File: src/rtl/rx_survivor.sv
module rx_survivor #(
  parameter int L  = 16,
  parameter int GW = 4
) (
  input  logic              clk,
  input  logic              rst_n,
  input  logic              in_valid,
  input  logic [3:0]        dec,
  input  logic [1:0]        best,
  input  logic [1:0]        mode,
  output logic              out_valid,
  output logic              out_bit,
  output logic [L/GW-1:0]   grp_active
);
  localparam int NS = 4;
  localparam int NG = L / GW;
  localparam int CW = $clog2(L + 1);

  logic [L-1:0]   sr [NS];
  logic [L-1:0]   nv [NS];
  logic [1:0]     best_q;
  logic [CW-1:0]  cnt;
  logic [NS*L-1:0] sr_flat;
  logic [NS-1:0]  oldest;
  logic [2:0]     ones;

  assign sr_flat = {sr[3], sr[2], sr[1], sr[0]};

  always_comb begin
    for (int n = 0; n < NS; n++) begin
      logic [1:0] p;
      p = {n[0], dec[n]};
      nv[n] = {sr[p][L-2:0], n[1]};
    end
  end

  assign grp_active[0] = 1'b1;
  for (genvar g = 1; g < NG; g++) begin : g_merge
    localparam int LO = g * GW - 1;
    localparam int HI = g * GW + GW - 1;
    logic [NS*(GW+1)-1:0] win;
    assign win = {sr[3][HI:LO], sr[2][HI:LO], sr[1][HI:LO], sr[0][HI:LO]};
    assign grp_active[g] = !((&win) || !(|win));
  end

  for (genvar n = 0; n < NS; n++) begin : g_state
    for (genvar g = 0; g < NG; g++) begin : g_grp
      always_ff @(posedge clk) begin
        if (!rst_n)
          sr[n][g*GW +: GW] <= '0;
        else if (in_valid && grp_active[g])
          sr[n][g*GW +: GW] <= nv[n][g*GW +: GW];
      end
    end
  end

  always_ff @(posedge clk) begin
    if (!rst_n) begin
      best_q <= '0;
      cnt    <= '0;
    end else if (in_valid) begin
      best_q <= best;
      if (cnt != CW'(L)) cnt <= cnt + 1'b1;
    end
  end

  for (genvar n = 0; n < NS; n++) begin : g_old
    assign oldest[n] = sr[n][L-1];
  end
  assign ones = 3'(oldest[0]) + 3'(oldest[1]) + 3'(oldest[2]) + 3'(oldest[3]);

  assign out_valid = (cnt == CW'(L));
  assign out_bit   = mode[1] ? (ones > 3'd2) :
                     mode[0] ? oldest[0] : oldest[best_q];
endmodule


File: config.mk
export PLATFORM = sky130hd
export DESIGN_NAME = rx_survivor
export DESIGN_NICKNAME = d
export VERILOG_FILES = /design/src/rtl/rx_survivor.sv
export SDC_FILE = /design/constraint.sdc
export NUM_CORES = 1
export LEC_CHECK = 0
export ABC_AREA = 1
export BUFFER_PORTS_ARGS = -buffer_cell sky130_fd_sc_hd__buf_2
export CORE_MARGIN = 3
export CORE_UTILIZATION = 60
export DETAILED_ROUTE_END_ITERATION = 10
export HOLD_SLACK_MARGIN = 0.08
export PLACE_DENSITY = 0.86
export SYNTH_ARGS = -nofsm -noshare
export SYNTH_HDL_FRONTEND = slang
export SYNTH_SLANG_ARGS = --single-unit
File: constraint.sdc
create_clock -name clk -period 2.2 [get_ports clk]
set_input_delay 0.22 -clock clk [delete_from_list [all_inputs] [get_ports clk]]
set_output_delay 0.22 -clock clk [all_outputs]
set_load 0.02 [all_outputs]
## Yosys cells after proc, flatten, opt, wreduce, memory -nomap -nowiden

Memory sizes are Yosys's and may differ from the RTL's.
Index checks and enable logic that the tools add are counted.

| word-level totals | value |
|---|---|
| register bits | 7 |
| bits in writable memories | 64 |
| bits of input ports | 11 |
| output and inout bits | 6 |
| word-level logic and storage cells | 79 |
| memories | 1 |

Memories:

| memory | words | width | rd ports | clocked after Yosys merged registers in | wr ports | line | source |
|---|---|---|---|---|---|---|---|
| sr | 4 | 16 | 8 | 0 | 4 | 19 | `logic [L-1:0] sr [NS];` |

| cells by class | value |
|---|---|
| add/subtract/negate cells | 4 |
| order comparisons | 2 |
| eq/ne operators | 2 |
| multiplexer cells | 33 |
| bitwise logic cells | 16 |
| reductions and logical operators | 19 |

Operators with widths:

| kind | count |
|---|---|
| $mux W4 | 16 |
| $reduce_and A20 Y1 | 3 |
| $reduce_or A20 Y1 | 3 |
| $mux W1 | 16 |
| $or A1 B1 Y1 | 16 |
| $logic_not A1 Y1 | 6 |
| $add A5 B1 Y5 const B | 1 |
| $eq A5 B5 Y1 const B | 1 |
| $ne A5 B5 Y1 const B | 1 |
| $add A2 B1 Y3 | 1 |
| $add A3 B1 Y3 | 1 |
| $gt A3 B2 Y1 const B | 1 |
| $logic_and A1 B1 Y1 | 3 |
| $logic_or A1 B1 Y1 | 3 |
| $lt A2 B3 Y1 const B | 1 |
| $add A1 B1 Y2 | 1 |
| $bmux W1 S2 | 1 |
| $reduce_and A2 Y1 | 1 |

## Longest topological paths before layout

An unclocked memory read counts as a cell.

| depth | value |
|---|---|
| word-level depth | 10 |
| mapped depth | 9 |

## Worst setup path after synthesis

Ideal clock, no wire load.

| path | value |
|---|---|
| path kind | flip-flop to output port |
| start | mem sr[0][15] |
| end | out out_bit |
| arrival time | 1874 ps |
| required time | 1980 ps |
| path slack | 106 ps |
| cell stages (with the launch flop) | 10 |
| buffers on the path | 0 |
| cells stage by stage | edfxtp_1 > inv_1 > fa_1 > inv_1 > ha_1 > inv_1 > ha_1 > inv_1 > o311ai_0 > nand2_1 |

RTL lines:

| item | line | source |
|---|---|---|
| from (decl) | 19 |  |
| to (decl) | 12 | `output logic out_bit,` |

==> run_results.csv <==
group,metric,value,unit
floorplanning,die_w,83.87,um
detailed_routing,routed_wl,7.049,mm
clock_network,clk_latency,0.36,ns
floorplanning,ioPinCount,17,
global_route,grt_pass1_vias,2503,
power,p_leak,1.647,nW
detailed_routing,firstDrtPassIters,4,
synthesis,synth_area_per_cell,9.996,um^2
global_route,grt_pass1_wl,11.45,mm
min_path,hold_end,"cnt[3]",
sta,skew,0.01627,ns
global_route,antenna_found_initial,0,
min_path,min_from,"rst_n",
floorplanning,dieArea,7034,um^2
detailed_routing,vias_per_cell,5.544,
global_route,grt_max_degree,17,
sta,min_period_over_period,120.2,%
sta,timing.fmax,0.3782,GHz
sta,slew_headroom,57.95,%
sta,finalSetupViolations,1,
sta,min_period,2.644,ns
power,power.density,716.8,nW/um^2
sta,rsz0062_at_grt,"yes",
outcome,violations,"negative setup slack",
worst_setup_path,reg2regPathDepth,6,
clock_network,cts_tree,"yes",
detailed_routing,drt_iter0_markers,196,
synthesis,yosysMostFrequentCell,"nor2_1",
worst_setup_path,arrival,2.42,ns
detailed_routing,wl_per_cell,15.22,um
detailed_routing,drc,0,
synthesis,ys.flop_type,"edfxtp_1",
worst_setup_path,critical_path_class,"register to primary output",
sta,hold_violations,0,
synthesis,yosys_warnings,0,
clock_network,clk_pin_slew,0.09,ns
sta,drv_slew,0,
synthesis,yosysSeqAreaShare,53.09,%
final_layout,area_delta_synth_final,10.69,%
min_path,hold_depth,3,
worst_setup_path,critPathLaunch,"sr[3][15]",
detailed_routing,wl_met3,372,um
synthesis,netlist_top_cells_count,"83 x nor2_1, 59 x edfxtp_1, 48 x nand2_1",
run,cap_violations,0,
placed_design,gp_congestion,0.8136,
detailed_routing,ant_nets,0,
final_layout,utilization,70.97,%
detailed_routing,wl_met2,3.497,mm
power,ir_drop,0.5762,mV
clock_network,cts_made_buffers,9,
detailed_routing,num_vias,2567,
sta,timing.hold.ws,0.2210,ns
placed_design,io_buffers,15,
min_path,hold_path.class,"primary input to register",
global_route,track_usage,20.77,%
detailed_routing,wl_met1,3.054,mm
synthesis,synthTopCellsByArea,"edfxtp_1 49%, mux2i_1 13%, nor2_1 8.6%",
final_layout,final_nets,403,
worst_setup_path,cp.required,1.98,ns
clock_network,clock_path_buffers,2,
clock_network,clock-sinks,67,
clock_network,clockRootBuffer,"clkbuf_8",
worst_setup_path,r2r-start,"sr[2][3]",
final_layout,layout-drive-gt1-share,17.65,%
outcome,status,"complete, but fails checks",
synthesis,syn_nets,381,
floorplanning,die_height,83.87,um
worst_setup_path,crit_path_start_kind,"register",
sta,worst_pin_slew,0.6293,ns
clock_network,htree_levels,3,
synthesis,ys_types,31,
power,finalPower,2.887,mW
synthesis,synth-seq-cells,67,
floorplanning,fp.coreArea,5675,um^2
worst_setup_path,r2r_setup_slack,0.36,ns
sta,layout_setup_ws,-0.4439,ns
synthesis,syn_area,3638,um^2
floorplanning,start_util,64.11,%
synthesis,async_flop_share,0,%
floorplanning,rows,27,
synthesis,yosysTopAreaCell,"edfxtp_1",
worst_setup_path,r2r_end,"sr[0][7]",
synthesis,synthCells,364,
worst_setup_path,cp_max_fo,2,
detailed_routing,top_layer,"met4",
global_route,grt_overflow,0,
synthesis,synth_edf_count,59,
final_layout,n_antenna_cell,0,
worst_setup_path,critPathCaptureType,"primary output",
placed_design,hpwl,4.685,mm
synthesis,synth_top_cell_area_share,48.69,%
==> layer usage <==
layer | GRT usage (%) | up-vias
li1 | - | 1281
met1 | 26.81 | 1212
met2 | 33.33 | 62
met3 | 4.245 | 12
met4 | 10.23 | 0
met5 | 0 | -
==> power breakdown <==
group / leakage, nW / internal, mW / switching, mW
logic: 0.823 / 0.136 / 0.202
registers: 0.719 / 1.47 / 0.0754
clock network: 0.105 / 0.509 / 0.492
==> stage by stage <==
| stage | instances | area [um^2] | setup WS (ns) | TNS, ns |
|---|---|---|---|---|
| floorplan | 364 | 3638 | 0.1061 | 0 |
| global placement | 442 | 3737 | 0.05168 | 0 |
| detailed placement | 442 | 3737 | -0.04641 | -0.04641 |
| CTS | 461 | 3969 | -0.3187 | -0.3187 |
| global route | 463 | 4028 | -0.5771 | -0.5771 |
| finish | 463 | 4028 | -0.4439 | -0.4439 |
==> worst max-delay path: stages (launching register included) <==
cell and delay, ns:
edfxtp_1 0.41, inv_2 0.10, fa_1 0.44, inv_1 0.07
ha_2 0.18, inv_2 0.05, ha_4 0.25, inv_2 0.04
o311ai_4 0.27, nand2_1 0.11, buf_6 0.14
==> cells by family (layout without fill, tap and decap cells) <==
| family | after synthesis | in the layout | synth area share (%) |
|---|---|---|---|
| and+or+nand+nor | 173 | 173 | 21.70 |
| AOI/OAI and AO/OA | 29 | 29 | 4.161 |
| adders and majority gates | 6 | 6 | 2.270 |
| xor gates and xnor gates | 1 | 1 | 0.2408 |
| DFF | 67 | 67 | 53.09 |
| other | 1 | 1 | 0.1031 |
| muxes | 46 | 46 | 12.65 |
| buffers and inverters | 41 | 68 | 5.777 |
==> state kept, by name, indices dropped and copies added (netlist names) <==
signal and count:
cnt 5, sr 60, best_q 2
==> how the worst max path moves through the flow <==
| stage | end | slack [ns] | cells after the start |
|---|---|---|---|
| final | out_bit | -0.44 | 10 |
| after global placement | out_bit | 0.05 | 10 |
| after floorplan | out_bit | 0.11 | 9 |
| after global routing | out_bit | -0.58 | 10 |
| after CTS | out_bit | -0.32 | 10 |
| after detailed placement | out_bit | -0.05 | 10 |
==> cells in the final DEF (no fill, tap or decap), types with 2 or more instances in the layout <==
cell type       n
nand3_4         3
dlygate4sd3_1   2
mux2i_1        46
o21ai_0        12
inv_1          20
nor3_1          2
nand2_1        48
clkinv_4        2
ha_1            2
clkbuf_8       10
buf_2          14
ha_4            2
and2_1          3
a21oi_1        15
inv_2           5
nand3_1         8
dfxtp_1         8
clkinv_2        3
nor2_2         12
nand4_1         8
buf_4           9
nor2_1         83
edfxtp_1       59
==> cell type report <==
type	instances	area, um^2
multi-input combinational	256	1541
timing repair buffer	26	168.9
inverter	26	98.84
tap	72	90.09
clock buffer	11	162.7
clock inverter	5	33.78
sequential	67	1932
fill	401	1648
==> timing repair <==
action | 4_1_cts | 5_1_grt
hold buffers | 2 | 0
gates cloned | 0 | 0
setup endpoints to repair | 1 | 1
buffers inserted | 1 | 2
resized for setup | 5 | 9
pin swaps | 0 | 4
endpoints found under the hold margin | 2 | 0
No activity file was read; power rests on OpenSTA's default activity.
